`config.mk`:
```
export PLATFORM = sky130hd
export DESIGN_NAME = dma_repeat_chan
export DESIGN_NICKNAME = d
export VERILOG_FILES = /design/src/rtl/dmach_pkg.sv /design/src/rtl/dmach_req.sv /design/src/rtl/dmach_step.sv /design/src/rtl/dma_repeat_chan.sv
export SDC_FILE = /design/constraint.sdc
export NUM_CORES = 1
export LEC_CHECK = 0
export BUFFER_PORTS_ARGS = -buffer_cell sky130_fd_sc_hd__buf_4
export CAP_MARGIN = 20
export CORE_ASPECT_RATIO = 1.5
export CORE_MARGIN = 2
export CORE_UTILIZATION = 45
export DETAILED_ROUTE_END_ITERATION = 16
export PLACE_DENSITY = 0.61
export SLEW_MARGIN = 25
export SYNTH_ARGS = -nofsm -noshare
export SYNTH_HDL_FRONTEND = slang
export SYNTH_SLANG_ARGS = --single-unit
```
`constraint.sdc`:
```
create_clock -name clk -period 3.2 [get_ports clk]
set_input_delay 0.48 -clock clk [delete_from_list [all_inputs] [get_ports clk]]
set_output_delay 0.48 -clock clk [all_outputs]
set_load 0.005 [all_outputs]
```
`src/rtl/dmach_pkg.sv`:
```
package dmach_pkg;

    typedef enum logic [1:0] {
        ST_IDLE   = 2'd0,
        ST_READ   = 2'd1,
        ST_WRITE  = 2'd2,
        ST_UPDATE = 2'd3
    } dmach_st_e;

    // register select codes
    localparam logic [1:0] REG_CTRL = 2'd0;
    localparam logic [1:0] REG_SRC  = 2'd1;
    localparam logic [1:0] REG_DST  = 2'd2;
    localparam logic [1:0] REG_CNT  = 2'd3;

    // control bit positions
    localparam int CTL_EN   = 0;
    localparam int CTL_WORD = 1;
    localparam int CTL_INC  = 2;   // two bits: 3:2
    localparam int CTL_RPT  = 4;
    localparam int CTL_GO   = 5;

    // address step selector values
    localparam logic [1:0] STEP_SRC = 2'd1;
    localparam logic [1:0] STEP_DST = 2'd2;

endpackage

```
`src/rtl/dmach_req.sv`:
```
module dmach_req (
    input  logic clk,
    input  logic rst_n,
    input  logic en,
    input  logic sw_go,
    input  logic hw_req,
    input  logic take,
    output logic pend
);
    typedef struct packed {
        logic hw_prev;
        logic pend;
    } req_t;

    req_t req_d, req_q;
    logic hw_rise;

    assign hw_rise = hw_req && !req_q.hw_prev;

    always_comb begin
        req_d         = req_q;
        req_d.hw_prev = hw_req;
        if (take) begin
            req_d.pend = 1'b0;
        end
        if (!en) begin
            req_d.pend = 1'b0;
        end else if (sw_go || hw_rise) begin
            req_d.pend = 1'b1;
        end
    end

    always_ff @(posedge clk) begin
        if (!rst_n) begin
            req_q <= '0;
        end else begin
            req_q <= req_d;
        end
    end

    assign pend = req_q.pend;


    pend_flush_chk: assert property (@(posedge clk) disable iff (!rst_n)
        !en |=> !req_q.pend);


    level_no_retrig_chk: assert property (@(posedge clk) disable iff (!rst_n)
        (req_q.hw_prev && hw_req && !sw_go && !req_q.pend) |=> !req_q.pend);

endmodule

```
`src/rtl/dmach_step.sv`:
```
module dmach_step #(
    parameter int AW = 16,
    parameter int DW = 16
) (
    input  logic [AW-1:0] addr,
    input  logic          inc_on,
    input  logic          word,
    output logic [AW-1:0] next
);
    localparam int WSTEP = DW / 8;

    logic [AW-1:0] delta;

    always_comb begin
        delta = word ? AW'(WSTEP) : AW'(1);
        next  = inc_on ? (addr + delta) : addr;
    end
endmodule

```
`src/rtl/dma_repeat_chan.sv`:
```
module dma_repeat_chan #(
    parameter int AW = 16,
    parameter int CW = 16,
    parameter int RW = 16,
    parameter int DW = 16
) (
    input  logic          clk,
    input  logic          rst_n,
    input  logic          cfg_we,
    input  logic [1:0]    cfg_addr,
    input  logic [RW-1:0] cfg_wdata,
    output logic [RW-1:0] cfg_rdata,
    input  logic          hw_req,
    output logic          mem_rd,
    output logic          mem_wr,
    output logic          mem_word,
    output logic [AW-1:0] mem_addr,
    output logic [DW-1:0] mem_wdata,
    input  logic [DW-1:0] mem_rdata,
    output logic          busy,
    output logic          done
);
    import dmach_pkg::*;

    localparam int NPTR = 2;  // index 0 source, 1 destination

    typedef struct packed {
        dmach_st_e     st;
        logic          en;
        logic          word;
        logic          rpt;
        logic [1:0]    inc;
        logic [AW-1:0] bsrc;
        logic [AW-1:0] bdst;
        logic [AW-1:0] csrc;
        logic [AW-1:0] cdst;
        logic [CW-1:0] bcnt;
        logic [CW-1:0] ccnt;
        logic          done;
    } chan_t;

    chan_t ch_d, ch_q;

    logic          ctrl_wr;
    logic          en_now;
    logic          sw_go;
    logic          pend;
    logic          take;
    logic [AW-1:0] ptr_cur  [NPTR];
    logic [AW-1:0] ptr_next [NPTR];
    logic [NPTR-1:0] ptr_inc;

    assign ctrl_wr = cfg_we && (cfg_addr == REG_CTRL);
    assign en_now  = ctrl_wr ? cfg_wdata[CTL_EN] : ch_q.en;
    assign sw_go   = ctrl_wr && cfg_wdata[CTL_GO];

    dmach_req u_req (
        .clk    (clk),
        .rst_n  (rst_n),
        .en     (en_now),
        .sw_go  (sw_go),
        .hw_req (hw_req),
        .take   (take),
        .pend   (pend)
    );

    assign ptr_cur[0] = ch_q.csrc;
    assign ptr_cur[1] = ch_q.cdst;

    for (genvar gi = 0; gi < NPTR; gi++) begin : g_step
        assign ptr_inc[gi] = (ch_q.inc == ((gi == 0) ? STEP_SRC : STEP_DST));
        dmach_step #(.AW(AW), .DW(DW)) u_step (
            .addr   (ptr_cur[gi]),
            .inc_on (ptr_inc[gi]),
            .word   (ch_q.word),
            .next   (ptr_next[gi])
        );
    end

    always_comb begin
        ch_d      = ch_q;
        ch_d.done = 1'b0;
        take      = 1'b0;

        if (cfg_we) begin
            case (cfg_addr)
                REG_CTRL: begin
                    ch_d.en   = cfg_wdata[CTL_EN];
                    ch_d.word = cfg_wdata[CTL_WORD];
                    ch_d.inc  = cfg_wdata[CTL_INC +: 2];
                    ch_d.rpt  = cfg_wdata[CTL_RPT];
                end
                REG_SRC: begin
                    ch_d.bsrc = cfg_wdata[AW-1:0];
                    ch_d.csrc = cfg_wdata[AW-1:0];
                end
                REG_DST: begin
                    ch_d.bdst = cfg_wdata[AW-1:0];
                    ch_d.cdst = cfg_wdata[AW-1:0];
                end
                default: begin
                    ch_d.bcnt = cfg_wdata[CW-1:0];
                    ch_d.ccnt = cfg_wdata[CW-1:0];
                end
            endcase
        end

        case (ch_q.st)
            ST_IDLE: begin
                if (ch_q.en && pend && (ch_q.ccnt != '0)) begin
                    take    = 1'b1;
                    ch_d.st = ST_READ;
                end
            end
            ST_READ:  ch_d.st = ST_WRITE;
            ST_WRITE: ch_d.st = ST_UPDATE;
            default: begin
                ch_d.st   = ST_IDLE;
                ch_d.csrc = ptr_next[0];
                ch_d.cdst = ptr_next[1];
                ch_d.ccnt = ch_q.ccnt - CW'(1);
                if (ch_q.ccnt == CW'(1)) begin
                    if (ch_q.rpt) begin
                        ch_d.csrc = ch_q.bsrc;
                        ch_d.cdst = ch_q.bdst;
                        ch_d.ccnt = ch_q.bcnt;
                    end else begin
                        ch_d.en   = 1'b0;
                        ch_d.done = 1'b1;
                    end
                end
            end
        endcase
    end

    always_ff @(posedge clk) begin
        if (!rst_n) begin
            ch_q <= '0;
        end else begin
            ch_q <= ch_d;
        end
    end

    always_comb begin
        case (cfg_addr)
            REG_CTRL: cfg_rdata = RW'({ch_q.rpt, ch_q.inc, ch_q.word, ch_q.en});
            REG_SRC:  cfg_rdata = RW'(ch_q.csrc);
            REG_DST:  cfg_rdata = RW'(ch_q.cdst);
            default:  cfg_rdata = RW'(ch_q.ccnt);
        endcase
    end

    assign mem_rd    = (ch_q.st == ST_READ);
    assign mem_wr    = (ch_q.st == ST_WRITE);
    assign mem_word  = ch_q.word;
    assign mem_addr  = (ch_q.st == ST_READ) ? ch_q.csrc : ch_q.cdst;
    assign mem_wdata = ch_q.word ? mem_rdata : DW'(mem_rdata[7:0]);
    assign busy      = (ch_q.st != ST_IDLE);
    assign done      = ch_q.done;


    rd_wr_excl_chk: assert property (@(posedge clk) disable iff (!rst_n)
        !(mem_rd && mem_wr));


    wr_after_rd_chk: assert property (@(posedge clk) disable iff (!rst_n)
        mem_wr |-> $past(mem_rd));


    done_clears_en_chk: assert property (@(posedge clk) disable iff (!rst_n)
        done |-> !ch_q.en && !busy);


    cnt_step_chk: assert property (@(posedge clk) disable iff (!rst_n)
        (ch_q.st == ST_UPDATE && !cfg_we) |=>
            ((ch_q.ccnt == $past(ch_q.ccnt) - CW'(1)) || (ch_q.ccnt == ch_q.bcnt)));


    rpt_no_done_chk: assert property (@(posedge clk) disable iff (!rst_n)
        (ch_q.st == ST_UPDATE && ch_q.rpt && !cfg_we) |=> !done);

endmodule

```
---- Word-level counts from Yosys, hierarchy flattened ----
Index checks and enable logic that the tools add are counted.
word-level totals
  flip-flop bits (word level) ............. 106
  bits in writable memories ............... 0
  bits in latches ......................... 0
  input port bits ......................... 38
  bits in read-only memories .............. 0
  memories ................................ 0
operators by class
  bitwise operators ....................... 3
  divide/modulo/power cells ............... 0
  equal/unequal tests ..................... 12
  $mul .................................... 0
  shifts and indexed selects .............. 0
  add/subtract/negate cells ............... 3
  muxes and demuxes ....................... 30
  reduce and logical (&&, ||, !) cells .... 23
  $lt $le $gt $ge ......................... 0
operators by type and width
  cell                                                                   number
  16-bit two-way mux                                                     9
  32-bit two-way mux                                                     4
  101-bit two-way mux                                                    1
  16-bit one-hot mux with 3 select lines                                 1
  17-bit two-way mux                                                     2
  16-bit adder                                                           2
  16-bit by 1-bit == test with 1-bit output (second input constant)      1
  2-bit AND reduction                                                    8
  16-bit nonzero test                                                    1
  16-bit by 1-bit subtractor with 16-bit output (second input constant)  1
  1-bit two-way mux                                                      9
  2-bit by 1-bit == test with 1-bit output (second input constant)       3
  2-bit == test (second input constant)                                  3
  2-bit by 1-bit != test with 1-bit output (second input constant)       3
  2-bit one-hot mux with 3 select lines                                  1
  3-bit OR reduction                                                     2
  1-bit logical AND                                                      5
  5-bit two-way mux                                                      1
  5-bit OR reduction                                                     1
  2-bit logical NOT                                                      2
  2-bit two-way mux                                                      2
  2-bit != test (second input constant)                                  2
  2-bit nonzero test                                                     2
  1-bit inverter                                                         3
  2 further kinds                                                        2

---- Longest topological paths before layout ----
  depth in word-level cells ............... 7
  depth in mapped cells ................... 9

---- Hierarchy ----
From an unflattened synthesis, not the netlist that was laid out.
unflattened totals
  cell total of the unflattened synthesis .. 710
  area total of the unflattened synthesis .. 6124.6 sq um
modules (own cells, without submodules)
  module           times used  area an instance (sq um)  cells each
  dma_repeat_chan  1           5320.1                    606
  dmach_step       2           367.9                     49
  dmach_req        1           68.8                      6

---- Least setup slack after synthesis ----
No wires, ideal clock.
  kind .................................... flip-flop to flip-flop
  start ................................... register ch_q, in the netlist mem_word
  end ..................................... register ch_q[59] (netlist bit)
  path buffers ............................ 1
  library setup time ...................... 86 ps
  path slack .............................. 856 ps
  stages on the path, launching flop included .. 10
  arrival time ............................ 2258 ps
  cell sequence ........................... dfxtp_1 -> inv_1 -> ha_1 -> inv_1 -> fa_1 -> or4b_1 -> clkbuf_1 -> o21ai_0 -> o31ai_1 -> a211oi_1
on the way
  longest elaborated chain between the ends .. 6
RTL lines
  what                    line                    RTL
  start, declared         dma_repeat_chan.sv:42   chan_t ch_d, ch_q;
  start signal, assigned  dma_repeat_chan.sv:140  ch_q <= ch_d;
  2-bit two-way mux *     dmach_step.sv:15        delta = word ? AW'(WSTEP) : AW'(1);
  16-bit adder *          dmach_step.sv:16        next = inc_on ? (addr + delta) : addr;
  16-bit two-way mux *    dmach_step.sv:16
  32-bit two-way mux      dma_repeat_chan.sv:123  if (ch_q.rpt) begin
  32-bit two-way mux *    dma_repeat_chan.sv:122  if (ch_q.ccnt == CW'(1)) begin
  32-bit two-way mux *    dma_repeat_chan.sv:108  case (ch_q.st)
Mark *: on every way between the ends. The rest lies on a longest branch, timed or not.
A chain may end at the register's enable or synchronous reset.

---- Worst setup path in the final report ----
Same ends and word-level chain as after synthesis.

==> impl_results.md <==
- Sw Ratio: 0.274
- Full die area: 14700 um2
- Final total power: 2.94 mW
- Routed WL: 21200 um
- Root Driver: clkbuf_16
- Area share of fa/ha/maj cells after synthesis: 0.0267
- Leak: 2.78 nW
- DRC errors left: 0
- Initial Util: 0.459
- Number of global-route vias before repair: between 6000 and 7000
- NumNets Final: 893
- Layout fillers: approximately 1300
- Placed cells: approximately 1000
- Final period util: 0.832
- HP Start: hw_req
- Main synth FF type: dfxtp_1
- Core area: between 10000 and 15000 um2
- Initial antenna violation count: 0
- Worst flop-to-flop path endpoint: ch_q[59]
- DP HPWL: 14800 um
- Fraction of layout cells with a size suffix above 1: 0.183
- FF+latch area: about 2100 um2
- Gr usage total: 0.284
- Net switching power: 0.805 mW
- # clock sinks: around 110
- WHS: between 0.3 and 0.4 ns
- Vias/cell: 6.24
- CTS tree: built
- Post-Synth XOR/XNOR Area: 0.0410
- Worst Clk Skew: 0.00933 ns
- Clk buf depth: 2
- Worst VDD drop: 0.214 mV
- Final Setup Violations: 0
- Cell Int Power: approximately 2.1 mW
- Max-slew headroom: 0.462
- Horiz. Die Dim: ~100 um
- Top cell type's share of synthesized area: 0.343
- Inserted Clock Buffers: 9
- Clock slew at reported path FFs: 0.07 ns
- Final hold vios: 0
- Post-route setup slack: between 0.5 and 0.6 ns
- CP Max Fanout: 13
- Synth cell count leaders: nand2_1 (188), dfxtp_1 (106), a21oi_1 (69)
- WP data arrival: slightly below 3 ns
- Synth Area per Inst: around 7.7 um2
- Pwr dens: around 410 nW/um2
- # IOs: 91
- Worst setup SP type: register
- Yosys warnings: 0
- Synthesized flop and latch total: ~110
- Run status: completed
- Area contributors post-synth: dfxtp_1 (34%), nand2_1 (11%), a21oi_1 (5.6%)
- Mux share of post-synthesis cell area: 0.0718
- Setup_tns: 0 ns
- Seq pwr share: 0.480
- Final Wtd Congestion: a little over 0.9
- H-tree levels: 3
- Die Ht: ~150 um
- Synth area leader: dfxtp_1
- Worst slack at placement: approximately 0.59 ns
- IO buf count: 74
- Main combinational cell family by area after synthesis: compound AO/OA/AOI/OAI gates
- Syn Inst Count: 800
- Post-synthesis simple-gate area fraction: 0.225
- Worst reg-to-reg path cell count: 8
- R2R Setup Slk: approximately 0.54 ns
- First DRT Iteration DRCs: about 350
- RSZ-0062 raised after global routing: no
- Max cap viols: 0
- Post-CTS setup buffers: 0
- CP endpoint kind: register
- Post-route ant nets: 0
- Clock Power Share: 0.381
- Cells on Worst Hold Path: 2
- Compound-cell area share of the yosys netlist: 0.233
- Seq/Total Area, Yosys: 0.343
- Comb power frac: 0.138
- Asr flop ratio synth: 0
- Hold buffers post-CTS: 0
- Distinct cells, synth: 64
- First-pass GRT wire length: between 30000 and 40000 um
- Req. time, crit path: 3.46 ns
- Synth Cell Area: between 6000 and 7000 um2
- Site Rows: 52
- Highest clock rate: 0.376 GHz
- Post-synth EDFFs: 0
- Area Overhead vs Synth: 15.0%
- Pin count of the biggest net entering global routing: 53
- Pre-antenna DRT Iters: 5
- Slew @ Worst Pin: around 0.80 ns
- Via count: between 6000 and 7000
- Fin crit period: about 2.7 ns
- Hold crit path type: input pin to register
- # diodes: 0
- Non-Filler Instances: around 1000
- Final number of max-transition violations: 0
- GRT overflow: 0
- Post-CTS sizing: 0
- Worst r2r src: mem_word
- DR WL/cell: 21.0 um
- Post-Synthesis Net Count: 850
- Worst Setup SP: mem_word
- Hold EP: u_req.req_q[1]
- WS Path Type: register to register
- Area of the multi-input gates: between 3000 and 4000 um2
- Clock latency on the worst-skew pair: 0.35 ns
- Count leader, synth: nand2_1
==> kinds of logic after synthesis <==
group                      count (synthesis)
AOI/OAI and AO/OA                        229
xor gates and xnor gates                  29
adders and majority gates                 12
buffers and inverters                     86
DFF                                      106
muxes                                     35
and+or+nand+nor                          303
==> cells in the final DEF (no fill, tap or decap), drive strengths merged, types with 8 or more instances in the layout <==
master | netlist | routed
nor2 | 34 | 34
o21ai | 50 | 50
nor3 | 14 | 14
nand2 | 188 | 188
a31oi | 21 | 21
inv | 19 | 19
a21oi | 69 | 69
a22o | 11 | 11
ha | 10 | 10
mux2 | 25 | 25
dfxtp | 106 | 106
clkbuf | 42 | 11
xor2 | 17 | 17
a21boi | 16 | 16
nand3 | 12 | 12
o22ai | 15 | 15
xnor2 | 12 | 12
and2 | 9 | 9
nand4 | 8 | 8
buf | 24 | 98
==> stage by stage <==
step | utilization | area (um2)
2_1_floorplan | - | 6190
3_5_place_dp | 0.507 | 6830
3_3_place_gp | 0.507 | 6830
4_1_cts | 0.529 | 7120
6_report | 0.529 | 7120
5_1_grt | 0.529 | 7120
==> routing by layer <==
metal / routed length (um) / up-vias / GRT usage
li1: - / 2909 / -
met3: 1270 / 55 / 0.0397
met2: 10600 / 277 / 0.504
met1: 8490 / 3056 / 0.337
met4: 809 / 0 / 0.125
met5: 0 / - / 0
==> registers in the layout (all words and copies together) (netlist names) <==
register and flops:
mem_word 1, done 1, ch_q 102, u_req.req_q 1, u_req.pend 1
==> worst max-delay path by stage <==
| stage | endpoint | slack, ns | depth (start not counted) |
|---|---|---|---|
| after floorplan | ch_q[59] | 0.86 | 9 |
| after global placement | ch_q[59] | 0.71 | 8 |
| after detailed placement | ch_q[59] | 0.59 | 8 |
| after CTS | ch_q[59] | 0.60 | 8 |
| after global routing | ch_q[59] | 0.42 | 8 |
| final | ch_q[59] | 0.54 | 8 |
==> power by group through the flow <==
stage | Combinational, mW | Sequential [mW] | Clock [mW]
after detailed placement | 0.401 | 1.44 | 0
final | 0.407 | 1.41 | 1.12
after floorplan | 0.265 | 1.42 | 0
after global routing | 0.444 | 1.42 | 1.19
after global placement | 0.395 | 1.44 | 0
after CTS | 0.403 | 1.41 | 1.14
==> worst max-delay path, stage by stage (launching register included) <==
cell	delay [ns]
dfxtp_1	0.42
inv_1	0.24
ha_1	0.21
inv_1	0.05
fa_1	0.41
or4b_1	0.68
o21ai_0	0.22
o31ai_1	0.10
a211oi_1	0.23
==> layout make-up <==
| cell class | count | area share |
|---|---|---|
| Timing Repair Buffer | 98 | 0.103 |
| Tap cell | 162 | 0.0285 |
| Clock buffer | 11 | 0.0327 |
| Clock inverter | 4 | 0.00756 |
| Inverter | 20 | 0.0105 |
| Multi-Input combinational cell | 608 | 0.519 |
| Sequential cell | 106 | 0.298 |
No activity file was read; power rests on OpenSTA's default activity.
